<file path="src/rtl/convsched_pkg.sv">
package convsched_pkg;

  // Strobes and settings passed from control to datapath
  typedef struct packed {
    logic       convStart;   // tick that opens a new conversion
    logic [1:0] shiftAmt;    // log2 of averaging factor of current conversion
  } ctlStrobes_t;

  // Averaging shift for a rate code: slower rates average more readings
  function automatic logic [1:0] factorShift(input logic [1:0] rate, input logic dis);
    return dis ? 2'd0 : 2'd3 - rate;
  endfunction

endpackage

</file>
<file path="src/rtl/convsched_ctrl.sv">
module convsched_ctrl
  import convsched_pkg::*;
#(
  parameter int TICKS_PER_SEC = 16
) (
  input  logic        clk,
  input  logic        rstN,
  input  logic        enable,
  input  logic        tick,
  input  logic [1:0]  rateCode,
  input  logic        dynDis,
  output logic        startStrobe,
  output ctlStrobes_t ctl
);
  localparam int TICK_W = $clog2(TICKS_PER_SEC);

  logic [TICK_W-1:0] tickCnt;
  logic [TICK_W-1:0] slotLast;
  logic [2:0]        slotIdx;
  logic [2:0]        idxLast;
  logic [1:0]        curRate;
  logic              curDis;
  logic [1:0]        curShift;
  logic              convStart;

  always_comb begin
    curShift  = factorShift(curRate, curDis);
    slotLast  = TICK_W'((TICKS_PER_SEC >> (32'(curRate) + 32'(curShift))) - 1);
    idxLast   = 3'((4'd1 << curShift) - 4'd1);
    convStart = tick && enable && (tickCnt == '0) && (slotIdx == 3'd0);
  end

  assign ctl.convStart = convStart;
  assign ctl.shiftAmt  = curShift;

  always_ff @(posedge clk or negedge rstN) begin
    if (!rstN) begin
      tickCnt     <= '0;
      slotIdx     <= 3'd0;
      curRate     <= 2'b10;
      curDis      <= 1'b0;
      startStrobe <= 1'b0;
    end else if (!enable) begin
      tickCnt     <= '0;
      slotIdx     <= 3'd0;
      startStrobe <= 1'b0;
    end else begin
      startStrobe <= tick && (tickCnt == '0);
      if (convStart) begin
        curRate <= rateCode;
        curDis  <= dynDis;
      end
      if (tick) begin
        // slotLast >= 1, so a boundary tick (tickCnt == 0) never wraps here
        if (tickCnt == slotLast) begin
          tickCnt <= '0;
          slotIdx <= (slotIdx == idxLast) ? 3'd0 : slotIdx + 3'd1;
        end else begin
          tickCnt <= tickCnt + TICK_W'(1);
        end
      end
    end
  end

  initial assert (TICKS_PER_SEC >= 16 && TICKS_PER_SEC % 8 == 0)
    else $error("TICKS_PER_SEC must be a multiple of 8 and at least 16");

  // every strobe follows a tick by one cycle and lasts one cycle
  a_r1_strobe_after_tick: assert property (@(posedge clk) disable iff (!rstN)
    startStrobe |-> $past(tick) && $past(enable));
  a_r1_strobe_single: assert property (@(posedge clk) disable iff (!rstN)
    startStrobe |=> !startStrobe);
  // settings only move at a conversion boundary
  a_r6_settings_held: assert property (@(posedge clk) disable iff (!rstN)
    !convStart |=> $stable(curRate) && $stable(curDis));
  // disabled means no strobes
  a_r9_no_strobe_disabled: assert property (@(posedge clk) disable iff (!rstN)
    !enable |=> !startStrobe);
endmodule

</file>
<file path="src/rtl/convsched_datapath.sv">
module convsched_datapath
  import convsched_pkg::*;
#(
  parameter int SAMPLE_W = 11
) (
  input  logic                clk,
  input  logic                rstN,
  input  logic                enable,
  input  ctlStrobes_t         ctl,
  input  logic                sampleValid,
  input  logic [SAMPLE_W-1:0] sampleData,
  output logic [SAMPLE_W-1:0] result,
  output logic                resultValid
);
  localparam int ACC_W = SAMPLE_W + 3;

  logic [ACC_W-1:0] acc;
  logic [ACC_W-1:0] accNext;
  logic [3:0]       cnt;
  logic [3:0]       cntNext;
  logic [3:0]       factor;
  logic             active;
  logic             full;
  logic             take;

  always_comb begin
    factor  = 4'd1 << ctl.shiftAmt;
    accNext = acc + ACC_W'(sampleData);
    cntNext = cnt + 4'd1;
    take    = sampleValid && active && !full && !ctl.convStart;
  end

  always_ff @(posedge clk or negedge rstN) begin
    if (!rstN) begin
      acc <= '0; cnt <= 4'd0; active <= 1'b0; full <= 1'b0;
      result <= '0; resultValid <= 1'b0;
    end else if (!enable) begin
      acc <= '0; cnt <= 4'd0; active <= 1'b0; full <= 1'b0;
      resultValid <= 1'b0;
    end else begin
      resultValid <= 1'b0;
      if (ctl.convStart) begin
        acc <= '0; cnt <= 4'd0; full <= 1'b0; active <= 1'b1;
      end else if (take) begin
        if (cntNext == factor) begin
          result      <= SAMPLE_W'(accNext >> ctl.shiftAmt);
          resultValid <= 1'b1;
          full        <= 1'b1;
          acc         <= '0;
          cnt         <= 4'd0;
        end else begin
          acc <= accNext;
          cnt <= cntNext;
        end
      end
    end
  end

  // the sum never wraps
  a_r4_no_overflow: assert property (@(posedge clk) disable iff (!rstN)
    take |-> accNext >= acc);
  // collected count stays below the factor
  a_r8_count_bound: assert property (@(posedge clk) disable iff (!rstN)
    cnt < factor);
  // valid is a single-cycle pulse
  a_r5_single_pulse: assert property (@(posedge clk) disable iff (!rstN)
    resultValid |=> !resultValid);
  // no result while disabled
  a_r9_no_result_disabled: assert property (@(posedge clk) disable iff (!rstN)
    !enable |=> !resultValid);
endmodule

</file>
<file path="src/rtl/conv_rate_sched.sv">
module conv_rate_sched
  import convsched_pkg::*;
#(
  parameter int TICKS_PER_SEC = 16,
  parameter int SAMPLE_W      = 11
) (
  input  logic                clk,
  input  logic                rstN,
  input  logic                enable,
  input  logic                tick,
  input  logic [1:0]          rateCode,
  input  logic                dynDis,
  input  logic                sampleValid,
  input  logic [SAMPLE_W-1:0] sampleData,
  output logic                startStrobe,
  output logic [SAMPLE_W-1:0] result,
  output logic                resultValid
);
  ctlStrobes_t ctl;

  convsched_ctrl #(.TICKS_PER_SEC(TICKS_PER_SEC)) u_ctrl (
    .clk(clk), .rstN(rstN), .enable(enable), .tick(tick),
    .rateCode(rateCode), .dynDis(dynDis),
    .startStrobe(startStrobe), .ctl(ctl)
  );

  convsched_datapath #(.SAMPLE_W(SAMPLE_W)) u_dp (
    .clk(clk), .rstN(rstN), .enable(enable), .ctl(ctl),
    .sampleValid(sampleValid), .sampleData(sampleData),
    .result(result), .resultValid(resultValid)
  );
endmodule

</file>
<file path="config.mk">
export PLATFORM = sky130hd
export DESIGN_NAME = conv_rate_sched
export DESIGN_NICKNAME = d
export VERILOG_FILES = /design/src/rtl/convsched_pkg.sv /design/src/rtl/convsched_ctrl.sv /design/src/rtl/convsched_datapath.sv /design/src/rtl/conv_rate_sched.sv
export SDC_FILE = /design/constraint.sdc
export NUM_CORES = 1
export LEC_CHECK = 0
export ABC_AREA = 1
export BUFFER_PORTS_ARGS = -buffer_cell sky130_fd_sc_hd__buf_4
export CORE_MARGIN = 1.5
export CORE_UTILIZATION = 55
export CTS_CLUSTER_SIZE = 10
export DETAILED_ROUTE_END_ITERATION = 8
export PLACE_DENSITY = 0.82
export REMOVE_ABC_BUFFERS = 1
export SYNTH_ARGS = -nofsm -noshare
export SYNTH_HDL_FRONTEND = slang
export SYNTH_SLANG_ARGS = --single-unit
</file>
<file path="constraint.sdc">
create_clock -name clk -period 2.55 [get_ports clk]
set_input_delay 0.51 -clock clk [delete_from_list [all_inputs] [get_ports clk]]
set_output_delay 0.51 -clock clk [all_outputs]
set_load 0.02 [all_outputs]
</file>
Yosys cells after proc, flatten, opt, wreduce, memory -nomap -nowiden. Cells that the tools add are included.

Logic and storage cells: 73. Input bits: 19. Output and inout port bits: 13. Register bits: 43.

Eq/ne operators: 8. Reductions and logical operators: 15. Add/subtract/negate cells: 8. Bitwise logic cells: 1. Mux-type cells: 27. Shifts and indexed selects: 3.

Operator list (number): 14-bit two-way mux (4); 5-bit by 32-bit >> shifter with 4-bit output, first input constant (1); 4-bit two-way mux (7); 14-bit by 11-bit adder with 14-bit output (1); 14-bit by 2-bit >> shifter with 11-bit output (1); 3-bit two-way mux (4); 1-bit two-way mux (11); 4-bit by 1-bit adder with 4-bit output, second input constant (2); 4-bit equality test (2); 1-bit logical AND (7); 2-bit by 1-bit != test with 1-bit output, second input constant (3); 3-bit by 1-bit != test with 1-bit output, second input constant (2); 2-bit AND reduction (3); 4-bit zero test (1); 4-bit AND reduction (1); 1-bit by 2-bit left shift with 4-bit output, first input constant (1); 4-bit by 2-bit subtractor with 4-bit output, second input constant (1); 2-bit by 2-bit adder with 3-bit output (1); 3-bit by 1-bit adder with 3-bit output, second input constant (1); 3-bit equality test (1); 3-bit zero test (1); 3-bit by 1-bit subtractor with 3-bit output, second input constant (1); 1-bit zero test (2); 2-bit two-way mux (1); 2 further kinds (2).

Longest topological paths before layout. Gate-level depths: netlist of the first run.

Word-level depth: 9. Mapped depth: 15. Mapped depth without buffers: 15.

By module. A second synthesis of the first run with hierarchy kept.

Cells, all modules: 459. Area, all modules: 3178.0 µm².

By module, submodules not included: convsched_datapath (sequential area each 800.8 µm², area each 2453.6 µm², times used 1, cells an instance 360); convsched_ctrl (sequential area each 276.5 µm², area each 724.4 µm², times used 1, cells an instance 99).

Worst setup path before layout of the first run. No wires, ideal clock.

Path kind: input to register. Start: input sampleData[0]. End: register u_dp.result[3]. Required time: 2.485 ns. Buffers on the path: 0. Arrival time: 1.954 ns. Stages: 13. Setup slack: 0.531 ns. Library setup time: 0.065 ns. Cell sequence: ha_1 inv_1 fa_1 inv_1 nand3_1 nand2_1 xor2_1 nand2_1 nand2_1 nor2_1 nor2_1 o21ai_0 nand2_1.

Cells in the longest elaborated chain, start to end: 2.

Ends and longest elaborated chain: start: declaration (line conv_rate_sched.sv:14) `input logic [SAMPLE_W-1:0] sampleData,`; 14-bit by 11-bit adder with 14-bit output (line convsched_datapath.sv:28) `accNext = acc + ACC_W'(sampleData);`; 14-bit by 2-bit >> shifter with 11-bit output (line convsched_datapath.sv:46) `result <= SAMPLE_W'(accNext >> ctl.shiftAmt);`; end signal: assignment (line convsched_datapath.sv:46); end: declaration (line convsched_datapath.sv:12) `output logic [SAMPLE_W-1:0] result,`.

Every way passes these cells. A chain may end at the register's enable or synchronous reset.

Final worst setup path of the first run.
Start: register u_ctrl.tickCnt[0]. End: register u_dp.acc[6].

Cells in the longest elaborated chain, start to end: 6.

Ends and longest elaborated chain: start: declaration (line convsched_ctrl.sv:17) `logic [TICK_W-1:0] tickCnt;`; start signal: assignment (line convsched_ctrl.sv:59) `tickCnt <= tickCnt + TICK_W'(1);`; 4-bit zero test (*) (line convsched_ctrl.sv:30) `convStart = tick && enable && (tickCnt == '0) && (slotIdx == 3'd0);`; 1-bit logical AND (*) (2 in a row) (line convsched_ctrl.sv:30); 1-bit zero test (line convsched_datapath.sv:30) `take = sampleValid && active && !full && !ctl.convStart;`; 1-bit logical AND (line convsched_datapath.sv:30); 3-bit by 1-bit != test with 1-bit output (no line); end signal: assignment (line convsched_datapath.sv:52) `acc <= accNext;`; end: declaration (line convsched_datapath.sv:17) `logic [ACC_W-1:0] acc;`.

Mark *: on every way between the ends. The rest lies on a longest branch, timed or not.

==> results of run 1 <==
[power by group]
part / internal, mW / total [mW] / switching [mW]
logic: 0.735 / 2.05 / 1.31
clock network: 0.392 / 0.640 / 0.248
registers: 0.868 / 1.02 / 0.150
total: 1.99 / 3.70 / 1.71
[synthesized netlist by cell type]
cell type | n | area share
sky130_fd_sc_hd__nand3_2 | 2 | 0.0063
sky130_fd_sc_hd__nand3b_1 | 1 | 0.0024
sky130_fd_sc_hd__nor2_1 | 25 | 0.030
sky130_fd_sc_hd__fa_1 | 1 | 0.0063
sky130_fd_sc_hd__o211ai_1 | 2 | 0.0047
sky130_fd_sc_hd__dfstp_2 | 1 | 0.0083
sky130_fd_sc_hd__nor2_2 | 5 | 0.0099
sky130_fd_sc_hd__xnor2_1 | 2 | 0.0055
sky130_fd_sc_hd__buf_4 | 2 | 0.0047
sky130_fd_sc_hd__dfrtp_1 | 42 | 0.33
sky130_fd_sc_hd__nand4_1 | 6 | 0.012
sky130_fd_sc_hd__o21ai_2 | 3 | 0.0083
sky130_fd_sc_hd__inv_4 | 1 | 0.0020
sky130_fd_sc_hd__nand2_2 | 3 | 0.0059
sky130_fd_sc_hd__nand2_4 | 3 | 0.011
sky130_fd_sc_hd__or2_0 | 1 | 0.0020
sky130_fd_sc_hd__nor4_2 | 1 | 0.0040
sky130_fd_sc_hd__and2_1 | 3 | 0.0059
sky130_fd_sc_hd__xnor3_1 | 1 | 0.0071
sky130_fd_sc_hd__nor2_4 | 3 | 0.011
sky130_fd_sc_hd__buf_6 | 2 | 0.0071
sky130_fd_sc_hd__mux2_2 | 3 | 0.011
sky130_fd_sc_hd__buf_2 | 1 | 0.0016
sky130_fd_sc_hd__inv_1 | 52 | 0.062
sky130_fd_sc_hd__or2_1 | 1 | 0.0020
sky130_fd_sc_hd__inv_2 | 3 | 0.0036
sky130_fd_sc_hd__a21boi_0 | 1 | 0.0024
sky130_fd_sc_hd__nand3_1 | 58 | 0.092
sky130_fd_sc_hd__o22ai_1 | 3 | 0.0059
sky130_fd_sc_hd__o21ai_0 | 9 | 0.014
sky130_fd_sc_hd__clkbuf_1 | 3 | 0.0036
sky130_fd_sc_hd__mux2i_1 | 1 | 0.0032
sky130_fd_sc_hd__a21oi_1 | 12 | 0.019
sky130_fd_sc_hd__nand2_1 | 159 | 0.19
sky130_fd_sc_hd__ha_1 | 17 | 0.067
sky130_fd_sc_hd__o21ai_1 | 4 | 0.0063
sky130_fd_sc_hd__conb_1 | 1 | 0.0012
sky130_fd_sc_hd__xor2_1 | 11 | 0.030
[per-layer routing]
metal,wire [microns],global-route usage,vias up
li1,-,-,1492
met1,3320,0.346,1385
met2,3480,0.450,126
met3,512,0.0494,27
met4,241,0.107,0
met5,0,0,-
[metrics by stage]
| stage | hold slack, ns | std cells | power [mW] |
|---|---|---|---|
| after global routing | 0.242 | 554 | 4.02 |
| after global placement | 0.464 | 546 | 2.99 |
| after CTS | 0.213 | 554 | 3.69 |
| after floorplan | 0.214 | 441 | 2.51 |
| after detailed placement | 0.471 | 546 | 3.04 |
| final | 0.191 | 554 | 3.70 |
[flip-flops by register name (all words and copies together), names as in the netlist]
name	cells
u_ctrl.curDis	1
u_ctrl.curRate	2
u_ctrl.slotIdx	3
u_ctrl.startStrobe	1
u_ctrl.tickCnt	4
u_dp.acc	14
u_dp.active	1
u_dp.cnt	4
u_dp.full	1
u_dp.result	11
u_dp.resultValid	1
[logic make-up after synthesis]
kind of cell	after synthesis	share of synthesized area
compound gates	34	0.0610
mux	4	0.0139
simple gates	271	0.382
fa+ha+maj	18	0.0736
xor+xnor	14	0.0432
other cells	1	0.00119
flops	43	0.341
buf+inv	64	0.0843
[final timing paths]
| check | from | endpoint | slack, ns |
|---|---|---|---|
| worst min register to register | u_dp.acc[5]$_DFFE_PN0P_ | u_dp.acc[5]$_DFFE_PN0P_ | 0.49 |
| worst min-delay path | rstN | u_dp.acc[10]$_DFFE_PN0P_ | 0.19 |
| worst max-delay path | u_ctrl.tickCnt[0]$_DFFE_PN0P_ | u_dp.acc[6]$_DFFE_PN0P_ | 0.28 |
| worst max register to register | u_ctrl.tickCnt[0]$_DFFE_PN0P_ | u_dp.acc[6]$_DFFE_PN0P_ | 0.28 |
| max in group asynchronous | rstN | u_ctrl.curRate[1]$_DFFE_PN1P_ | 1.98 |
| min in group clk | rateCode[0] | u_ctrl.curRate[0]$_DFFE_PN0P_ | 0.44 |
[layout make-up]
cell class,instances,area (sq um),area share
Clock inverter,2,60.1,0.0168
Timing Repair Buffer,33,248,0.0693
Inverter,56,213,0.0595
Clock buffer,6,72.6,0.0203
Multi-Input combinational cell,342,1820,0.508
Sequential cell,43,1080,0.301
Tap cell,72,90.1,0.0252
==> summary.txt, run 1 <==
Timing
  – RSZ-0062 raised after global routing: no
  – Worst clock skew on the final layout: 0.00715 ns
  – Setup Viol. Count Final: 0
  – Count of final max-slew check failures: 0
  – Upper clock frequency limit: 440 MHz
  – PnR worst setup slack: 0.275 ns
  – Final hold violation count: 0
  – Worst-margin pin slew: 0.650 ns
  – Period Utilization, post-route: 0.892
  – Final TNS setup: 0 ns
  – Final critical delay including setup and external delays: 2.27 ns
  – Max-slew headroom at the worst pin: 0.566

Setup path
  – Worst r2r path cells: 10
  – Critical path class: reg -> reg
  – Critical path data arrival time: 2.46 ns
  – Critical path's largest stage delay: 0.52 ns
  – Library cell contributing the largest single delay on the critical path: sky130_fd_sc_hd__nor2_2
  – Maximum fanout along the worst path: 15
  – Cell-by-cell trace of the critical path: inv_1 -> ha_1 -> inv_1 -> nor4_2 -> nand2_2 -> nand2_2 -> nor2_2 -> inv_2 -> nand3_1 -> nand2_1
  – Number of buffers and inverters on the critical path: 3
  – Required time of the worst setup path: 2.74 ns
  – Worst Setup Start Kind: register
  – Critical path's top delay family: simple AND/OR/NAND/NOR gates
  – Critical path depth in cells: 10
  – Setup crit end kind: register

Cells and area
  – Fraction of layout instances using a drive strength above 1: 0.141
  – Number of inserted diodes: 0
  – Number of nets in the layout: 518
  – Layout Area Growth over Synthesis: 13.2%
  – Most common library cell in the layout ignoring fill and taps: sky130_fd_sc_hd__nand2_1
  – Post-route cell area: 0.00358 sq mm
  – Fill cell total of the finished layout: 496
  – Utilization after layout: 0.646
  – Most frequent cells in the layout: 159 x sky130_fd_sc_hd__nand2_1, 58 x sky130_fd_sc_hd__nand3_1, 52 x sky130_fd_sc_hd__inv_1

Routing
  – Drt total wl: 7560 microns
  – Mean number of vias per cell: 5.47
  – Wire length per cell after detailed routing: 13.6 microns
  – Residual DRC: 0
  – Final ANT Viol Nets: 0
  – Iter 0 DRT Violations: 192
  – Count of vias placed by the detailed router: 3030
  – Count of TritonRoute iterations in the first routing pass: 5

Synthesis
  – Synth warnings: 0
  – Post-synth design cell area: 0.00316 sq mm
  – Number of distinct library cell variants in the gate-level netlist after synthesis: 38
  – Cells after synthesis: 449
  – Count of state elements after synthesis: 43
  – Average size of a mapped cell: 7.04 sq um
  – Proportion of synthesized chip area in sequential cells: 0.341

Clock network
  – Number of buffers created by CTS: 5
  – Count of hold-fix buffers inserted at cts: 0
  – Maximum count of clock buffers along a single path: 2
  – Sink count of the clock tree: 43
  – Count of H-tree levels built during CTS: 2
  – Clock latency of the later-clocked register in the worst-skew pair: 0.30 ns
  – Post-CTS setup buffers: 0
  – Clock tree from TritonCTS: done
  – Root Buffer Master: sky130_fd_sc_hd__clkbuf_8
  – Clock Pin Slew Worst Setup and Hold Paths: 0.09 ns
  – Post-cts sizing count: 0

Die
  – Placeable core region: 0.00554 sq mm
  – Chip Height: 78.8 microns
  – Overall die width: 78.8 microns
  – I/O pin cnt: 32
  – Die footprint: 0.00621 sq mm
  – Initial core utilization: 0.570
  – Num rows: 27

Global routing
  – Aggregate global routing overflow: 0
  – Largest net degree at the start of global routing: 44
  – Global-route wire length before repair: 13200 microns
  – Gr usage total: 0.270
  – Number of global-route vias before repair: 2990
  – Number of antenna violations at the first check in global routing: 0

Place
  – Final HPWL DP: 5750 microns
  – Worst setup slack before clock tree synthesis: 0.278 ns
  – Port Buf Inserts: 31
  – Final weighted congestion of routability-driven global placement: 0.950
  – Standard cell area after detailed placement: 0.00344 sq mm

Min path
  – Kind of path behind the tightest hold check: in -> async

Pwr
  – Lkg Pwr: 2.02 nW
  – Peak ir drop on the vdd network: 0.510 mV
  – Pwr dens: 1040 mW/mm^2

Run
  – Maxcap violations: 0

Run status
  – Status: finished, final reports clean
No activity file was read; power rests on OpenSTA's default activity.
==> run 2, diff against run 1 <==
Settings changed: RECOVER_POWER set to 50.
==> run 2 against run 1 <==
Fmax down 0.47%. Combinational power about the same. Non-clock buffer count unchanged. Global-route usage unchanged. Die area unchanged. Sequential power about the same. Wire length down 0.38%. Sequential share of layout area up 0.23 points. Via count down 0.26%. Critical path type unchanged. Critical endpoint unchanged.
==> summary.txt, run 2 (synthesis results as in run 1) <==
Run status
  – Status: finished, final reports clean (unchanged)

Min path
  – Kind of path behind the tightest hold check: in -> async (unchanged)

Timing
  – Final hold violation count: 0 (unchanged)
  – Max-slew headroom at the worst pin: 0.271 (was 0.566)
  – RSZ-0062 raised after global routing: no (unchanged)
  – PnR worst setup slack: 0.264 ns (was 0.275 ns)
  – Worst clock skew on the final layout: 0.00810 ns (was 0.00715 ns)
  – Worst-margin pin slew: 1.09 ns (was 0.650 ns)
  – Final TNS setup: 0 ns (unchanged)
  – Upper clock frequency limit: 438 MHz (was 440 MHz)
  – Period Utilization, post-route: 0.896 (was 0.892)
  – Count of final max-slew check failures: 0 (unchanged)
  – Setup Viol. Count Final: 0 (unchanged)
  – Final critical delay including setup and external delays: 2.29 ns (was 2.27 ns)

Global routing
  – Aggregate global routing overflow: 0 (unchanged)
  – Grt met2 use: 0.450 (unchanged)
  – Met3 layer usage reported by global route: 0.0494 (unchanged)
  – Most congested layer reported by global routing: met2 (unchanged)
  – Number of antenna violations at the first check in global routing: 0 (unchanged)
  – Gr usage total: 0.270 (unchanged)
  – GR met1 Demand/Resource: 0.346 (unchanged)
  – Global-route wire length before repair: 13200 microns (unchanged)
  – Number of global-route vias before repair: 2990 (unchanged)
  – Largest net degree at the start of global routing: 44 (unchanged)

Clock network
  – Post-CTS setup buffers: 0 (unchanged)
  – Clock latency of the later-clocked register in the worst-skew pair: 0.30 ns (about the same)
  – Number of buffers created by CTS: 5 (unchanged)
  – Clock tree from TritonCTS: done (unchanged)
  – Root Buffer Master: sky130_fd_sc_hd__clkbuf_8 (unchanged)
  – Sink count of the clock tree: 43 (unchanged)
  – Post-cts sizing count: 0 (unchanged)
  – Maximum count of clock buffers along a single path: 2 (unchanged)
  – Count of hold-fix buffers inserted at cts: 0 (unchanged)
  – Count of H-tree levels built during CTS: 2 (unchanged)
  – Clock Pin Slew Worst Setup and Hold Paths: 0.09 ns (about the same)

Die
  – Die footprint: 0.00621 sq mm (unchanged)
  – Chip Height: 78.8 microns (unchanged)
  – I/O pin cnt: 32 (unchanged)
  – Num rows: 27 (unchanged)
  – Initial core utilization: 0.570 (unchanged)
  – Overall die width: 78.8 microns (unchanged)
  – Placeable core region: 0.00554 sq mm (unchanged)

Setup path
  – Setup crit end kind: register (unchanged)
  – Library cell contributing the largest single delay on the critical path: sky130_fd_sc_hd__nor2_2 (unchanged)
  – Maximum fanout along the worst path: 15 (unchanged)
  – Required time of the worst setup path: 2.74 ns (about the same)
  – Number of buffers and inverters on the critical path: 3 (unchanged)
  – Cell-by-cell trace of the critical path: inv_1 -> ha_1 -> inv_1 -> nor4_1 -> nand2_2 -> nand2_2 -> nor2_2 -> inv_2 -> nand3_1 -> nand2_1 (was inv_1 -> ha_1 -> inv_1 -> nor4_2 -> nand2_2 -> nand2_2 -> nor2_2 -> inv_2 -> nand3_1 -> nand2_1)
  – Critical path class: reg -> reg (unchanged)
  – Critical path's largest stage delay: 0.52 ns (about the same)
  – Critical path's top delay family: simple AND/OR/NAND/NOR gates (unchanged)
  – Critical path data arrival time: 2.47 ns (was 2.46 ns)
  – Worst Setup Start Kind: register (unchanged)

Routing
  – Final ANT Viol Nets: 0 (unchanged)
  – Mean number of vias per cell: 5.45 (was 5.47)
  – Wire length per cell after detailed routing: 13.6 microns (about the same)
  – Iter 0 DRT Violations: 217 (was 192)
  – Count of vias placed by the detailed router: 3022 (was 3030)
  – Drt total wl: 7530 microns (was 7560 microns)
  – Count of TritonRoute iterations in the first routing pass: 5 (unchanged)
  – Residual DRC: 0 (unchanged)

Pwr
  – Peak ir drop on the vdd network: 0.509 mV (was 0.510 mV)
  – Total power: 3.68 mW (was 3.70 mW)
  – Lkg Pwr: 1.99 nW (was 2.02 nW)
  – Pwr dens: 1040 mW/mm^2 (about the same)

Place
  – Port Buf Inserts: 31 (unchanged)
  – Worst setup slack before clock tree synthesis: 0.278 ns (unchanged)
  – Final weighted congestion of routability-driven global placement: 0.950 (unchanged)
  – Final HPWL DP: 5750 microns (unchanged)

Cells and area
  – Largest register by flop count: u_dp.acc (unchanged)
  – Fraction of layout instances using a drive strength above 1: 0.129 (was 0.141)
  – Top flop regs: u_dp.acc x14, u_dp.result x11 (unchanged)
  – Fill cell total of the finished layout: 500 (was 496)
  – Largest register FFs: 14 (unchanged)
  – Layout Area Growth over Synthesis: 12.3% (was 13.2%)
  – Number of nets in the layout: 518 (unchanged)
  – Most common library cell in the layout ignoring fill and taps: sky130_fd_sc_hd__nand2_1 (unchanged)
  – Most frequent cells in the layout: 159 x sky130_fd_sc_hd__nand2_1, 58 x sky130_fd_sc_hd__nand3_1, 52 x sky130_fd_sc_hd__inv_1 (unchanged)
  – Number of inserted diodes: 0 (unchanged)

Run
  – Maxcap violations: 0 (unchanged)
## run 2: stage by stage
| stage | hold slack, ns | util | cell area [sq um] | std cells |
|---|---|---|---|---|
| 2_1_floorplan | 0.214 | - | 3110 | 441 |
| 3_3_place_gp | 0.464 | 0.622 | 3440 | 546 |
| 3_5_place_dp | 0.471 | 0.622 | 3440 | 546 |
| 4_1_cts | 0.213 | 0.646 | 3580 | 554 |
| 5_1_grt | 0.436 | 0.641 | 3550 | 554 |
| 6_report | 0.397 | 0.641 | 3550 | 554 |
## run 2: final cells by class
cell class / count / area, sq um / area share
Multi-Input combinational cell: 342 / 1810 / 0.510
Sequential cell: 43 / 1080 / 0.303
Timing Repair Buffer: 33 / 226 / 0.0638
Inverter: 56 / 213 / 0.0599
Tap cell: 72 / 90.1 / 0.0254
Clock buffer: 6 / 72.6 / 0.0204
Clock inverter: 2 / 60.1 / 0.0169
## run 2: worst paths after layout
| check | cells past startpoint | slack, ns | start | to |
|---|---|---|---|---|
| max | 10 | 0.26 | u_ctrl.tickCnt[0]$_DFFE_PN0P_ | u_dp.acc[6]$_DFFE_PN0P_ |
| min | 1 | 0.40 | rstN | u_dp.acc[10]$_DFFE_PN0P_ |
| max reg2reg | 10 | 0.26 | u_ctrl.tickCnt[0]$_DFFE_PN0P_ | u_dp.acc[6]$_DFFE_PN0P_ |
| min reg2reg | 2 | 0.49 | u_dp.acc[5]$_DFFE_PN0P_ | u_dp.acc[5]$_DFFE_PN0P_ |
| max in group asynchronous | 1 | 1.49 | rstN | u_dp.result[2]$_DFFE_PN0P_ |
| min in group clk | 2 | 0.44 | rateCode[0] | u_ctrl.curRate[0]$_DFFE_PN0P_ |
## run 2: per-layer routing
layer  vias to the layer above  wire length, microns
met2                       110                  3530
met4                         0                   257
met3                        27                   466
met5                         -                     0
li1                       1492                     -
met1                      1393                  3280
## run 2: report_power, final
group          total (mW)  leakage [nW]  internal (mW)  switching, mW
Combinational        2.02          1.35          0.715           1.31
Sequential           1.02         0.575          0.868          0.150
Clock               0.641        0.0654          0.392          0.249
